File: src/rtl/aprm_pkg.sv
// Shared constants and helpers for the aperture remapper.
// Assumes a 32-bit configuration data word.
package aprm_pkg;

    localparam int CFG_W = 32;

    // Register select codes on cfg_sel
    localparam logic [1:0] SEL_APER = 2'd0;
    localparam logic [1:0] SEL_TABLE = 2'd1;
    localparam logic [1:0] SEL_CTRL = 2'd2;

    // Control word bit positions
    localparam int CB_INV = 0;
    localparam int CB_EN = 8;
    localparam int CB_RST = 16;

    // Control command codes after masking to the three meaningful bits
    typedef enum logic [2:0] {
        CMD_NONE = 3'b000,
        CMD_INV = 3'b001,
        CMD_EN = 3'b010,
        CMD_RST = 3'b100,
        CMD_EN_INV = 3'b011,
        CMD_EN_RST = 3'b110
    } ctrl_cmd_e;

    // Progress through a recognised control-write sequence
    typedef enum logic [1:0] {
        SQ_IDLE,
        SQ_INV_SEEN,
        SQ_EN1_SEEN,
        SQ_RST_SEEN
    } seq_state_e;

    // Reorder a little-endian word received on a big-endian bus
    function automatic logic [31:0] le_word(input logic [31:0] raw);
        return {raw[7:0], raw[15:8], raw[23:16], raw[31:24]};
    endfunction

endpackage

File: src/rtl/aprm_cfg.sv
// Configuration registers and control-write sequence tracker.
// Holds the aperture select, the table base and count, and the enable bit.
// Issues single-cycle invalidate and reset commands on control writes.
// Recognises the full flush and shutdown write orders.
// Assumes writes are single-cycle strobes. There is no read path.
module aprm_cfg
    import aprm_pkg::*;
#(
    parameter int ADDR_W = 32,
    parameter int APER_BITS = 4,
    parameter int PAGE_SHIFT = 12
) (
    input logic clk,
    input logic rst_n,
    input logic cfg_wr,
    input logic [1:0] cfg_sel,
    input logic [CFG_W-1:0] cfg_wdata,
    output logic [APER_BITS-1:0] aper_sel_o,
    output logic [ADDR_W-PAGE_SHIFT-1:0] tbl_ppn_o,
    output logic [PAGE_SHIFT-1:0] page_cnt_o,
    output logic en_o,
    output logic inv_cmd_o,
    output logic rst_cmd_o,
    output logic flush_done_o,
    output logic shut_done_o
);

    localparam int PPN_W = ADDR_W - PAGE_SHIFT;

    logic ctrl_wr;
    logic [2:0] cmd;
    logic [APER_BITS-1:0] aper_q;
    logic [ADDR_W-1:0] tbl_q;
    logic en_q;
    seq_state_e seq_q, seq_d;
    logic flush_d, shut_d, flush_q, shut_q;
    logic unused_wbits;

    // Decode the control write and its masked command
    always_comb begin
        ctrl_wr = cfg_wr && (cfg_sel == SEL_CTRL);
        cmd = {cfg_wdata[CB_RST], cfg_wdata[CB_EN], cfg_wdata[CB_INV]};
    end

    assign inv_cmd_o = ctrl_wr && cfg_wdata[CB_INV];
    assign rst_cmd_o = ctrl_wr && cfg_wdata[CB_RST];
    assign unused_wbits = ^cfg_wdata;

    // Store the configuration registers on their writes
    always_ff @(posedge clk) begin
        if (!rst_n) begin
            aper_q <= '0;
            tbl_q <= '0;
            en_q <= 1'b0;
        end else if (cfg_wr) begin
            if (cfg_sel == SEL_APER) aper_q <= cfg_wdata[CFG_W-1 -: APER_BITS];
            if (cfg_sel == SEL_TABLE) tbl_q <= cfg_wdata[ADDR_W-1:0];
            if (cfg_sel == SEL_CTRL) en_q <= cfg_wdata[CB_EN];
        end
    end

    // Next state of the sequence tracker for each control write
    always_comb begin
        seq_d = seq_q;
        flush_d = 1'b0;
        shut_d = 1'b0;
        if (ctrl_wr) begin
            if (cmd == CMD_EN_INV) begin
                seq_d = SQ_INV_SEEN;
            end else begin
                seq_d = SQ_IDLE;
                unique case (seq_q)
                    SQ_INV_SEEN: begin
                        if (cmd == CMD_EN) seq_d = SQ_EN1_SEEN;
                        else if (cmd == CMD_RST) shut_d = 1'b1;
                    end
                    SQ_EN1_SEEN: if (cmd == CMD_EN_RST) seq_d = SQ_RST_SEEN;
                    SQ_RST_SEEN: if (cmd == CMD_EN) flush_d = 1'b1;
                    default: seq_d = SQ_IDLE;
                endcase
            end
        end
    end

    // Register the tracker state and its completion pulses
    always_ff @(posedge clk) begin
        if (!rst_n) begin
            seq_q <= SQ_IDLE;
            flush_q <= 1'b0;
            shut_q <= 1'b0;
        end else begin
            seq_q <= seq_d;
            flush_q <= flush_d;
            shut_q <= shut_d;
        end
    end

    assign aper_sel_o = aper_q;
    assign tbl_ppn_o = tbl_q[ADDR_W-1 -: PPN_W];
    assign page_cnt_o = tbl_q[PAGE_SHIFT-1:0];
    assign en_o = en_q;
    assign flush_done_o = flush_q;
    assign shut_done_o = shut_q;

    // the two completion pulses never coincide
    a_r12_pulses_exclusive: assert property (@(posedge clk) disable iff (!rst_n)
        !(flush_q && shut_q));

    // a flush pulse lasts one cycle
    a_r12_flush_single: assert property (@(posedge clk) disable iff (!rst_n)
        flush_q |=> !flush_q);

    // after shutdown is recognised, translation is off
    a_r13_shut_disables: assert property (@(posedge clk) disable iff (!rst_n)
        shut_q |-> !en_q);

endmodule

File: src/rtl/aprm_tcache.sv
// Fully associative translation cache with round-robin replacement.
// Matches a page index against every entry in parallel.
// Fills at the replacement pointer. Invalidate clears all valid bits and
// the pointer in one cycle, and takes priority over a fill.
// Assumes the caller never fills a tag that already hits.
module aprm_tcache #(
    parameter int DEPTH = 8,
    parameter int TAG_W = 16,
    parameter int DATA_W = 20
) (
    input logic clk,
    input logic rst_n,
    input logic [TAG_W-1:0] look_tag_i,
    output logic hit_o,
    output logic [DATA_W-1:0] hit_data_o,
    input logic fill_i,
    input logic [TAG_W-1:0] fill_tag_i,
    input logic [DATA_W-1:0] fill_data_i,
    input logic inv_i
);

    localparam int PTR_W = (DEPTH > 1) ? $clog2(DEPTH) : 1;
    localparam logic [PTR_W-1:0] LAST = PTR_W'(DEPTH - 1);

    logic [DEPTH-1:0] vld_q;
    logic [TAG_W-1:0] tag_q [DEPTH];
    logic [DATA_W-1:0] data_q [DEPTH];
    logic [PTR_W-1:0] ptr_q;
    logic [DEPTH-1:0] match;

    // Compare each entry against the lookup tag
    for (genvar g = 0; g < DEPTH; g++) begin : g_cmp
        assign match[g] = vld_q[g] && (tag_q[g] == look_tag_i);
    end

    // Select the data of the matching entry
    always_comb begin
        hit_data_o = '0;
        for (int i = 0; i < DEPTH; i++) begin
            if (match[i]) hit_data_o = hit_data_o | data_q[i];
        end
    end

    assign hit_o = |match;

    // Update valid bits and the replacement pointer
    always_ff @(posedge clk) begin
        if (!rst_n) begin
            vld_q <= '0;
            ptr_q <= '0;
        end else if (inv_i) begin
            vld_q <= '0;
            ptr_q <= '0;
        end else if (fill_i) begin
            vld_q[ptr_q] <= 1'b1;
            ptr_q <= (ptr_q == LAST) ? '0 : ptr_q + 1'b1;
        end
    end

    // Write the tag and data of the entry being filled
    always_ff @(posedge clk) begin
        if (fill_i && !inv_i) begin
            tag_q[ptr_q] <= fill_tag_i;
            data_q[ptr_q] <= fill_data_i;
        end
    end

    // an invalidate leaves no valid entry behind
    a_r10_inval_clears: assert property (@(posedge clk) disable iff (!rst_n)
        inv_i |=> (vld_q == '0));

    // at most one entry matches any tag
    a_r9_single_hit: assert property (@(posedge clk) disable iff (!rst_n)
        $onehot0(match));

    // a fill sets exactly one more valid bit unless the set is full
    a_r9_fill_counts: assert property (@(posedge clk) disable iff (!rst_n)
        (fill_i && !inv_i && !(&vld_q)) |=> ($countones(vld_q) == $countones($past(vld_q)) + 1));

endmodule

File: src/rtl/aprm_walker.sv
// Lookup controller: checks the aperture, range and enable, then probes the
// cache. On a miss it fetches one table word and decodes it.
// Responds one cycle after a decision or after read data arrives.
// Only one fetch is outstanding. Assumes read data arrives exactly once
// per request, with mem_rvalid as a single-cycle strobe.
module aprm_walker
    import aprm_pkg::*;
#(
    parameter int ADDR_W = 32,
    parameter int APER_BITS = 4,
    parameter int PAGE_SHIFT = 12
) (
    input logic clk,
    input logic rst_n,
    input logic [APER_BITS-1:0] aper_sel_i,
    input logic [ADDR_W-PAGE_SHIFT-1:0] tbl_ppn_i,
    input logic [PAGE_SHIFT-1:0] page_cnt_i,
    input logic en_i,
    input logic rst_cmd_i,
    input logic lk_valid_i,
    input logic [ADDR_W-1:0] lk_addr_i,
    output logic lk_ready_o,
    output logic rsp_valid_o,
    output logic rsp_fault_o,
    output logic [ADDR_W-1:0] rsp_paddr_o,
    output logic mem_req_o,
    output logic [ADDR_W-1:0] mem_addr_o,
    input logic mem_rvalid_i,
    input logic [31:0] mem_rdata_i,
    output logic [ADDR_W-APER_BITS-PAGE_SHIFT-1:0] look_tag_o,
    input logic hit_i,
    input logic [ADDR_W-PAGE_SHIFT-1:0] hit_ppn_i,
    output logic fill_o,
    output logic [ADDR_W-APER_BITS-PAGE_SHIFT-1:0] fill_tag_o,
    output logic [ADDR_W-PAGE_SHIFT-1:0] fill_ppn_o
);

    localparam int IDX_W = ADDR_W - APER_BITS - PAGE_SHIFT;
    localparam int PPN_W = ADDR_W - PAGE_SHIFT;

    typedef enum logic {W_IDLE, W_FETCH} wstate_e;

    wstate_e state_q;
    logic [IDX_W-1:0] idx;
    logic [PAGE_SHIFT-1:0] off;
    logic in_aper, in_range, accept, reject;
    logic [IDX_W-1:0] idx_q;
    logic [PAGE_SHIFT-1:0] off_q;
    logic [ADDR_W-1:0] maddr_q;
    logic [31:0] entry;
    logic ent_ok;
    logic unused_entry;

    // Split the lookup address and classify it
    always_comb begin
        idx = lk_addr_i[PAGE_SHIFT +: IDX_W];
        off = lk_addr_i[PAGE_SHIFT-1:0];
        in_aper = lk_addr_i[ADDR_W-1 -: APER_BITS] == aper_sel_i;
        in_range = ({{IDX_W{1'b0}}, idx} < {{IDX_W{1'b0}}, page_cnt_i});
        accept = lk_valid_i && (state_q == W_IDLE);
        reject = !en_i || !in_aper || !in_range;
    end

    // Decode the fetched little-endian table word
    always_comb begin
        entry = le_word(mem_rdata_i);
        ent_ok = entry[0];
    end

    assign unused_entry = ^entry[PAGE_SHIFT-1:1];

    // Fetch state, response registers and the latched request
    always_ff @(posedge clk) begin
        if (!rst_n) begin
            state_q <= W_IDLE;
            rsp_valid_o <= 1'b0;
            rsp_fault_o <= 1'b0;
            rsp_paddr_o <= '0;
            idx_q <= '0;
            off_q <= '0;
            maddr_q <= '0;
        end else begin
            rsp_valid_o <= 1'b0;
            unique case (state_q)
                W_IDLE: begin
                    if (accept) begin
                        if (reject) begin
                            rsp_valid_o <= 1'b1;
                            rsp_fault_o <= 1'b1;
                            rsp_paddr_o <= '0;
                        end else if (hit_i) begin
                            rsp_valid_o <= 1'b1;
                            rsp_fault_o <= 1'b0;
                            rsp_paddr_o <= {hit_ppn_i, off};
                        end else begin
                            state_q <= W_FETCH;
                            idx_q <= idx;
                            off_q <= off;
                            maddr_q <= {tbl_ppn_i, {PAGE_SHIFT{1'b0}}}
                                       + (ADDR_W'(idx) << 2);
                        end
                    end
                end
                W_FETCH: begin
                    if (rst_cmd_i) begin
                        state_q <= W_IDLE;
                        rsp_valid_o <= 1'b1;
                        rsp_fault_o <= 1'b1;
                        rsp_paddr_o <= '0;
                    end else if (mem_rvalid_i) begin
                        state_q <= W_IDLE;
                        rsp_valid_o <= 1'b1;
                        rsp_fault_o <= !(ent_ok && en_i);
                        rsp_paddr_o <= (ent_ok && en_i)
                            ? {entry[31 -: PPN_W], off_q} : '0;
                    end
                end
                default: state_q <= W_IDLE;
            endcase
        end
    end

    assign lk_ready_o = (state_q == W_IDLE);
    assign mem_req_o = (state_q == W_FETCH);
    assign mem_addr_o = maddr_q;
    assign look_tag_o = idx;
    assign fill_o = (state_q == W_FETCH) && mem_rvalid_i && !rst_cmd_i
                    && en_i && ent_ok;
    assign fill_tag_o = idx_q;
    assign fill_ppn_o = entry[31 -: PPN_W];

    // a disabled lookup never starts a read
    a_r2_no_fetch_disabled: assert property (@(posedge clk) disable iff (!rst_n)
        (accept && !en_i) |=> (!mem_req_o && rsp_valid_o && rsp_fault_o));

    // an index past the table end faults at once
    a_r4_range_fault: assert property (@(posedge clk) disable iff (!rst_n)
        (accept && en_i && in_aper && !in_range) |=> (rsp_valid_o && rsp_fault_o && !mem_req_o));

    // a pending read holds its request and address
    a_r5_req_held: assert property (@(posedge clk) disable iff (!rst_n)
        (mem_req_o && !mem_rvalid_i && !rst_cmd_i) |=> (mem_req_o && $stable(mem_addr_o)));

    // a reset command aborts a pending fetch with a fault
    a_r11_abort_fault: assert property (@(posedge clk) disable iff (!rst_n)
        (mem_req_o && rst_cmd_i) |=> (!mem_req_o && rsp_valid_o && rsp_fault_o));

endmodule

File: src/rtl/aperture_remap.sv
// Top of the graphics aperture address remapper.
// Connects the configuration block, the lookup walker and the cache.
// Invalidate and reset commands both clear the cache.
// Assumes a single requester on the lookup port and a single memory target.
module aperture_remap
    import aprm_pkg::*;
#(
    parameter int ADDR_W = 32,
    parameter int APER_BITS = 4,
    parameter int PAGE_SHIFT = 12,
    parameter int CACHE_DEPTH = 8
) (
    input logic clk,
    input logic rst_n,
    input logic cfg_wr,
    input logic [1:0] cfg_sel,
    input logic [31:0] cfg_wdata,
    input logic lk_valid,
    input logic [ADDR_W-1:0] lk_addr,
    output logic lk_ready,
    output logic rsp_valid,
    output logic rsp_fault,
    output logic [ADDR_W-1:0] rsp_paddr,
    output logic mem_req,
    output logic [ADDR_W-1:0] mem_addr,
    input logic mem_rvalid,
    input logic [31:0] mem_rdata,
    output logic flush_done,
    output logic shut_done
);

    localparam int IDX_W = ADDR_W - APER_BITS - PAGE_SHIFT;
    localparam int PPN_W = ADDR_W - PAGE_SHIFT;

    logic [APER_BITS-1:0] aper_sel;
    logic [PPN_W-1:0] tbl_ppn;
    logic [PAGE_SHIFT-1:0] page_cnt;
    logic en, inv_cmd, rst_cmd;
    logic [IDX_W-1:0] look_tag, fill_tag;
    logic hit, fill;
    logic [PPN_W-1:0] hit_ppn, fill_ppn;

    aprm_cfg #(
        .ADDR_W(ADDR_W), .APER_BITS(APER_BITS), .PAGE_SHIFT(PAGE_SHIFT)
    ) u_cfg (
        .clk(clk), .rst_n(rst_n),
        .cfg_wr(cfg_wr), .cfg_sel(cfg_sel), .cfg_wdata(cfg_wdata),
        .aper_sel_o(aper_sel), .tbl_ppn_o(tbl_ppn), .page_cnt_o(page_cnt),
        .en_o(en), .inv_cmd_o(inv_cmd), .rst_cmd_o(rst_cmd),
        .flush_done_o(flush_done), .shut_done_o(shut_done)
    );

    aprm_walker #(
        .ADDR_W(ADDR_W), .APER_BITS(APER_BITS), .PAGE_SHIFT(PAGE_SHIFT)
    ) u_walk (
        .clk(clk), .rst_n(rst_n),
        .aper_sel_i(aper_sel), .tbl_ppn_i(tbl_ppn), .page_cnt_i(page_cnt),
        .en_i(en), .rst_cmd_i(rst_cmd),
        .lk_valid_i(lk_valid), .lk_addr_i(lk_addr), .lk_ready_o(lk_ready),
        .rsp_valid_o(rsp_valid), .rsp_fault_o(rsp_fault), .rsp_paddr_o(rsp_paddr),
        .mem_req_o(mem_req), .mem_addr_o(mem_addr),
        .mem_rvalid_i(mem_rvalid), .mem_rdata_i(mem_rdata),
        .look_tag_o(look_tag), .hit_i(hit), .hit_ppn_i(hit_ppn),
        .fill_o(fill), .fill_tag_o(fill_tag), .fill_ppn_o(fill_ppn)
    );

    aprm_tcache #(
        .DEPTH(CACHE_DEPTH), .TAG_W(IDX_W), .DATA_W(PPN_W)
    ) u_cache (
        .clk(clk), .rst_n(rst_n),
        .look_tag_i(look_tag), .hit_o(hit), .hit_data_o(hit_ppn),
        .fill_i(fill), .fill_tag_i(fill_tag), .fill_data_i(fill_ppn),
        .inv_i(inv_cmd || rst_cmd)
    );

    // a response never coincides with an outstanding read
    a_r8_no_rsp_while_req: assert property (@(posedge clk) disable iff (!rst_n)
        mem_req |-> !rsp_valid);

endmodule

File: config.mk
export PLATFORM = sky130hd
export DESIGN_NAME = aperture_remap
export DESIGN_NICKNAME = d
export VERILOG_FILES = /design/src/rtl/aprm_pkg.sv /design/src/rtl/aprm_cfg.sv /design/src/rtl/aprm_tcache.sv /design/src/rtl/aprm_walker.sv /design/src/rtl/aperture_remap.sv
export SDC_FILE = /design/constraint.sdc
export NUM_CORES = 1
export LEC_CHECK = 0
export BUFFER_PORTS_ARGS = -buffer_cell sky130_fd_sc_hd__buf_2
export CAP_MARGIN = 20
export CORE_ASPECT_RATIO = 1.4
export CORE_MARGIN = 2
export CORE_UTILIZATION = 61
export CTS_CLUSTER_DIAMETER = 100
export DETAILED_ROUTE_END_ITERATION = 7
export HOLD_SLACK_MARGIN = 0.02
export PLACE_DENSITY = 0.82
export SYNTH_ARGS = -nofsm -noshare
export SYNTH_HDL_FRONTEND = slang
export SYNTH_SLANG_ARGS = --single-unit
File: constraint.sdc
create_clock -name clk -period 9.3 [get_ports clk]
set_input_delay 0.93 -clock clk [delete_from_list [all_inputs] [get_ports clk]]
set_output_delay 0.93 -clock clk [all_outputs]
set_load 0.005 [all_outputs]
==> key figures, run 1 <==
Drt
  – Via Count: ~14000
  – Routed Antenna Nets: 0
  – Drt total wl: between 50000 and 60000 um
  – Vias/cell: around 6.7
  – DR pass1 iterations: 6
  – DRC: 0
  – Drt initial violations: between 1500 and 2000
  – Wirelength per Cell: 24.6 um

Power
  – Pwr Total: 3770 uW
  – Power Dens Cells: approximately 180 mW/mm2
  – P_sw: 812 uW
  – Gate power share: 4.9%
  – Part of the power in registers: 53.4%
  – Clock share of power: 41.7%
  – Worst IR drop on VDD: between 0.1 and 0.15 mV
  – Sw Ratio: roughly 21%
  – Leak Pwr: ~0.0078 uW
  – Int Pwr: 2960 uW

Floorplan
  – Starting density of the core: 61.5%
  – # IOs: about 170
  – Core area: just under 0.03 mm2
  – Row count: 75
  – Die height: 209 um
  – Die Footprint: between 0.03 and 0.04 mm2
  – Die W: 151 um

Synth
  – Synth Area in XOR/XNOR: 6.97%
  – Flops & latches, synth: approximately 420
  – Mux cell area share after synthesis: less than 1%
  – Largest area contributor in the netlist: edfxtp_1
  – Cell Area, Synth: around 0.018 mm2
  – Top post-synthesis cells by area: edfxtp_1, dfxtp_1, xor2_1
  – Post-synthesis sequential area ratio: between 60% and 70%
  – Unique cell type count in the Yosys netlist: 52
  – Cells after Synth: between 1500 and 2000
  – Synth Area in Adders: roughly 1.6%
  – Synth top area share: a little under half
  – Ys flop type: edfxtp_1
  – Post-synthesis async set-or-reset flop share: 0%
  – Syn_area_per_cell: roughly 12 um2
  – Yosys warnings: 0
  – Main combinational cell family by area after synthesis: simple AND/OR/NAND/NOR gates
  – Synth Area in Compound Gates: between 10% and 20%
  – Post-synth EDFFs: around 290
  – Synth Area in Simple Gates: 14.8%

Worst setup path
  – Cell Chain, Critical Path: buf_2 > inv_1 > o2111a_1 > nand2_1 > o32ai_1 > or4_1 > a22oi_1 > nand3_1 > o211a_1
  – Slowest stage delay, CP: 0.78 ns
  – Crit. End Element: register
  – CP startpoint kind: input port
  – Worst path required time: around 10 ns
  – Crit-path max FO: 20
  – CP arrival: 4.14 ns
  – WS Path Type: in -> reg
  – CP max stage cell: nand2_1

Timing
  – Period utilization: around two fifths
  – RSZ-0062 raised after global routing: no
  – Max Clock Skew: about 0.016 ns
  – Setup violators final: 0
  – Setup TNS: 0 ns
  – Slew HR: approximately a quarter
  – Fmax: between 0.2 and 0.3 GHz
  – Worst-Margin Slew: about 1.1 ns
  – Final worst slack: roughly 5.6 ns
  – Max Slew Vio Count: 0
  – Minimum clock period: around 3.7 ns
  – Final Hold Violating Endpoints: 0

Finish
  – Fill cells: just over 2000
  – Multi-input gate area: 0.00637 mm2
  – Area growth syn-to-layout: 13.1%
  – Net count, final: ~1800
  – Reg area: about 0.011 mm2
  – Fraction of layout cells with a size suffix above 1: between 10% and 20%
  – Final std cells w/o fill: around 2100
  – Final core occ: between 60% and 70%

Placement
  – Port buffer count: approximately 160
  – GP Congestion: roughly 0.87
  – DP Cell Count: roughly 2000
  – DP Worst Slack: between 5 and 6 ns
  – Detailed Place HPWL: roughly 30000 um

CTS
  – TritonCTS sink count: roughly 420
  – CTS buffer count: 39
  – Maximum root-to-sink buffer count: 3
  – CTS Hold Bufs: 0
  – Maximum level of the CTS H-tree: 2
  – Reg clk slew, reported paths: 0.07 ns
  – # Post-CTS Setup Buffers: 0
  – Post-cts resize count: 0
  – CTS tree: yes
  – Clk root buf: clkbuf_16
  – Worst skew pair latency: 0.55 ns

Global routing
  – GR Overflow Total: 0
  – Largest net degree at the start of global routing: ~110
  – Initial antenna violation count: 2
  – Global-route usage over all layers: 31.9%
  – First-pass GRT wire length: roughly 76000 um
  – Vias in the first global route: between 10000 and 15000

Status
  – Status: finished, final reports clean

Run
  – Max-cap viol count: 0

Hold path
  – Worst hold path class: reg -> reg
## routing by layer
metal | track usage, % | part of all wire, % | up-vias | wire length (um)
met5 | 0 | 0 | - | 0
li1 | - | - | 6041 | -
met3 | 7.21 | 11 | 245 | 5620
met2 | 52.4 | 48 | 1067 | 24700
met4 | 19.3 | 6.7 | 0 | 3430
met1 | 38.0 | 34 | 6592 | 17300
## state kept, by name, summed over array words and instances, names as in the netlist
| register | flops |
|---|---|
| u_cache.tag_q | 128 |
| u_cfg.shut_done_o | 1 |
| u_walk.rsp_fault_o | 1 |
| u_cache.data_q | 160 |
| u_cfg.flush_done_o | 1 |
| u_walk.rsp_valid_o | 1 |
| u_cfg.aper_sel_o | 4 |
| u_walk.mem_req_o | 1 |
| u_walk.mem_addr_o | 20 |
| u_cfg.tbl_q | 32 |
| u_cache.vld_q | 8 |
| u_cfg.seq_q | 2 |
| u_cfg.en_o | 1 |
| u_walk.off_q | 12 |
| u_walk.rsp_paddr_o | 32 |
| u_cache.ptr_q | 3 |
| u_walk.fill_tag_o | 16 |
## layout make-up
| type | instances | area share [%] |
|---|---|---|
| timing repair buffer | 203 | 5.85 |
| inverter | 26 | 0.470 |
| sequential | 423 | 54.7 |
| clock inverter | 17 | 0.814 |
| clock buffer | 53 | 5.15 |
| multi-input combinational | 963 | 30.7 |
| antenna | 2 | 0.0241 |
| tap | 385 | 2.32 |
## final timing paths
kind / startpoint / to / slack, ns / depth (start not counted)
worst max register to register: u_cache.tag_q[5][0]$_DFFE_PP_ / u_walk.rsp_paddr_o[23]$_SDFFE_PN0P_ / 6.09 / 8
worst min-delay path: u_walk.mem_addr_o[21]$_SDFFE_PN0P_ / u_walk.mem_addr_o[21]$_SDFFE_PN0P_ / 0.46 / 2
worst max-delay path: lk_addr[21] / u_walk.rsp_paddr_o[23]$_SDFFE_PN0P_ / 5.60 / 9
worst min register to register: u_walk.mem_addr_o[21]$_SDFFE_PN0P_ / u_walk.mem_addr_o[21]$_SDFFE_PN0P_ / 0.46 / 2
## cells by family after synthesis
kind of cell	Yosys count
and+or+nand+nor	521
other	1
DFF	423
adders and majority gates	23
buffers and inverters	173
AOI/OAI and AO/OA	263
xor gates and xnor gates	146
muxes	8
## power by group through the flow
| stage | registers (uW) | clock network [uW] | logic (uW) |
|---|---|---|---|
| 6_report | 2020 | 1570 | 186 |
| 3_5_place_dp | 2060 | 0 | 180 |
| 5_1_grt | 2020 | 1650 | 200 |
| 4_1_cts | 2020 | 1580 | 181 |
| 3_3_place_gp | 2060 | 0 | 173 |
| 2_1_floorplan | 2060 | 0 | 105 |
## per-stage QoR
stage | hold WS [ns] | instance area, um2
2_1_floorplan | 0.437 | 18400
3_5_place_dp | 0.454 | 19400
4_1_cts | 0.462 | 20700
3_3_place_gp | 0.444 | 19400
6_report | 0.461 | 20800
5_1_grt | 0.477 | 20800
## layout by cell type, fill, tap and decap left out, types with 6 or more instances in the layout
master and count:
o22ai_1 60, clkbuf_1 10, a21o_1 8, o32ai_1 20, nor4_2 7, xor2_1 127, a22oi_1 32, nor4_1 17
ha_1 22, clkinv_1 6, clkbuf_16 39, nor2b_1 8, edfxtp_1 288, a21oi_1 15, inv_1 26, nand2_1 148
xnor2_1 17, o211a_1 32, o21ai_0 46, nand4_1 146, buf_2 158, buf_4 38, mux2i_1 8, a21boi_0 36
nor3_1 14, nor2_4 6, nand2b_1 7, or4_1 20, nor2_1 25, dfxtp_1 135, and3_1 7, nand3_1 98
## Yosys cell counts (all sizes together), types with 16 or more instances
library cell	n
edfxtp	288
a22oi	32
a21oi	16
xnor2	19
or4	21
inv	26
dfxtp	135
o21ai	46
o211a	32
nand2	148
buf	44
nor3	17
nor2	31
nor4	24
o32ai	20
clkbuf	103
xor2	127
nand3	98
nand4	146
ha	22
a21boi	37
o22ai	60
## worst max-delay path, delay by kind of cell
kind,cells,cell delay (ns)
buffers and inverters,2,0.52
and+or+nand+nor,3,1.45
AOI/OAI and AO/OA,4,1.23
Power figures use the tool's default switching activity.
==> run 2, diff against run 1 <==
--- a/config.mk
+++ b/config.mk
@@ -9,11 +9,11 @@
 export CAP_MARGIN = 20
 export CORE_ASPECT_RATIO = 1.4
 export CORE_MARGIN = 2
-export CORE_UTILIZATION = 61
+export CORE_UTILIZATION = 59
 export CTS_CLUSTER_DIAMETER = 100
 export DETAILED_ROUTE_END_ITERATION = 7
 export HOLD_SLACK_MARGIN = 0.02
-export PLACE_DENSITY = 0.82
+export PLACE_DENSITY = 0.79
 export SYNTH_ARGS = -nofsm -noshare
 export SYNTH_HDL_FRONTEND = slang
 export SYNTH_SLANG_ARGS = --single-unit
==> constraint.sdc (replaced) <==
create_clock -name clk -period 3.8 [get_ports clk]
set_input_delay 0.38 -clock clk [delete_from_list [all_inputs] [get_ports clk]]
set_output_delay 0.38 -clock clk [all_outputs]
set_load 0.005 [all_outputs]
==> key figures, run 2 (synthesis gave the netlist of run 1 again) <==
Floorplan
  – Die Footprint: 0.0326 mm2 (+3.3%)
  – # IOs: 173 (unchanged)
  – Starting density of the core: 59.8% (-1.7 points)
  – Core area: 0.0307 mm2 (+2.9%)
  – Die height: 213 um (+1.6%)
  – Row count: 76 (+1.3%)
  – Die W: 153 um (+1.6%)

Finish
  – Commonest cells after routing, fill and taps aside: edfxtp_1, buf_2, nand2_1
  – Biggest registers after layout: u_cache.data_q (160), u_cache.tag_q (128)
  – Area growth syn-to-layout: 13.3%
  – Final std cells w/o fill: 2083 (+0.53%)
  – Reg with most FFs: u_cache.data_q
  – Commonest non-fill, non-tap cell in the layout: edfxtp_1
  – Fraction of layout cells with a size suffix above 1: 17.2% (+0.37 points)
  – Net count, final: 1788 (+0.34%)
  – Number of flip-flops in the largest register: 160 (unchanged)

Power
  – Gate power share: 5.0% (about the same)
  – Worst IR drop on VDD: 0.428 mV (+190%)
  – Leak Pwr: 0.00787 uW (+0.32%)
  – Part of the power in registers: 53.6% (+0.2 points)
  – P_sw: 2000 uW (+150%)
  – Power Dens Cells: 442 mW/mm2 (+140%)
  – Pwr Total: 9200 uW (+140%)
  – Sw Ratio: 21.8% (+0.27 points)
  – Clock share of power: 41.4% (-0.3 points)
  – Int Pwr: 7200 uW (+140%)

Placement
  – DP Cell Count: 2010 (+0.70%)
  – DP Worst Slack: 0.477 ns (-4.58 ns)
  – Port buffer count: 159 (unchanged)
  – GP Congestion: 0.838 (-3.3%)
  – Detailed Place HPWL: 31700 um (+5.0%)

Drt
  – Routed Antenna Nets: 0 (unchanged)
  – DRC: 0 (unchanged)
  – Drt total wl: 51200 um (+0.28%)
  – Vias/cell: 6.60 (-1.9%)
  – Via Count: 13800 (-1.3%)
  – Drt initial violations: 1597 (-17%)
  – Wirelength per Cell: 24.6 um (-0.25%)
  – DR pass1 iterations: 5 (-1)

CTS
  – Clk root buf: clkbuf_16
  – TritonCTS sink count: 423 (unchanged)
  – CTS buffer count: 39 (unchanged)
  – Reg clk slew, reported paths: 0.06 ns (about the same)
  – Maximum root-to-sink buffer count: 3 (unchanged)
  – CTS Hold Bufs: 0 (unchanged)
  – CTS tree: yes
  – Maximum level of the CTS H-tree: 2 (unchanged)
  – Post-cts resize count: 0 (unchanged)
  – # Post-CTS Setup Buffers: 0 (unchanged)
  – Worst skew pair latency: 0.56 ns (about the same)

Global routing
  – Global-route usage over all layers: 30.8% (-1.1 points)
  – Largest net degree at the start of global routing: 97 (-11%)
  – Initial antenna violation count: 2 (unchanged)
  – GR Overflow Total: 0 (unchanged)
  – First-pass GRT wire length: 76700 um (+1.2%)
  – Vias in the first global route: 13600 (-1.4%)

Timing
  – Slew HR: 22.6% (-0.88 points)
  – Max Slew Vio Count: 0 (unchanged)
  – Max Clock Skew: 0.0226 ns (+0.00711 ns)
  – Period utilization: 79.5%
  – Minimum clock period: just over 3 ns
  – RSZ-0062 raised after global routing: no
  – Fmax: ~0.33 GHz
  – Final worst slack: 0.781 ns (-4.82 ns)
  – Final Hold Violating Endpoints: 0 (unchanged)
  – Setup TNS: 0 ns (unchanged)
  – Hold_ws: 0.0754 ns (-0.386 ns)
  – Worst-Margin Slew: 1.16 ns (+0.0132 ns)
  – Setup violators final: 0 (unchanged)

Hold path
  – Worst hold path class: in -> reg

Worst setup path
  – Crit. End Element: register
  – CP startpoint kind: register
  – WS Path Type: reg -> reg
  – Worst path required time: 4.03 ns (-5.71 ns)
  – Crit-path max FO: 31 (+55%)
  – CP arrival: 3.25 ns (-0.89 ns)

Status
  – Status: finished, final reports clean

Run
  – Max-cap viol count: 0 (unchanged)
-- run 2: changes by cell type in the layout (fill, tap and decap cells not counted), sizes merged --
cell,change
inv,+1
diode,+2
clkbuf,-9
clkinv,+8
buf,+6
clkinvlp,-2
-- run 2: final timing paths --
path,start,end,slack [ns],cells past startpoint
max,u_walk.mem_req_o$_SDFF_PN0_,u_cache.data_q[0][10]$_DFFE_PP_,0.78,6
min reg2reg,u_walk.rsp_fault_o$_SDFFE_PN0P_,u_walk.rsp_fault_o$_SDFFE_PN0P_,0.46,2
max reg2reg,u_walk.mem_req_o$_SDFF_PN0_,u_cache.data_q[0][10]$_DFFE_PP_,0.78,6
min,cfg_wdata[5],u_cfg.tbl_q[5]$_SDFFE_PN0P_,0.08,3
-- run 2: cell type report --
class | instances | area [um2]
Inverter | 26 | 97.6
Tap cell | 390 | 488
Clock inverter | 24 | 198
Antenna cell | 4 | 10.0
Fill cell | 2244 | 9910
Sequential cell | 423 | 11400
Multi-Input combinational cell | 963 | 6380
Clock buffer | 44 | 1010
Timing Repair Buffer | 209 | 1260
-- run 2: per-layer routing --
layer  share of wire [%]  wire, um  vias up  track usage (%)
met4                 7.1      3630        0             20.4
li1                    -         -     6069                -
met1                  35     17900     6564             36.7
met5                   0         0        -                0
met2                  49     25000      890             51.9
met3                 9.1      4650      234             4.83
-- run 2: stage by stage --
step                      utilization [%]  cell area, um2
final                                67.7           20800
after global routing                 67.7           20800
after CTS                            67.6           20800
after detailed placement             63.7           19600
after global placement               63.6           19500
after floorplan                         -           18400
-- run 2: power by group through the flow --
| stage | sequential [uW] | combinational (uW) | clock, uW |
|---|---|---|---|
| 6_report | 4930 | 456 | 3810 |
| 5_1_grt | 4930 | 490 | 4000 |
| 4_1_cts | 4930 | 448 | 3830 |
| 3_5_place_dp | 5030 | 444 | 0 |
| 3_3_place_gp | 5030 | 426 | 0 |
| 2_1_floorplan | 5030 | 256 | 0 |
-- run 2: worst max-delay path: stages, from the launching register on --
cell and delay [ns]:
dfxtp_1 0.46, and4_1 0.63, nand2_1 0.24, nor2_1 0.30
nand2_1 0.32, nor3_4 0.43, buf_12 0.29
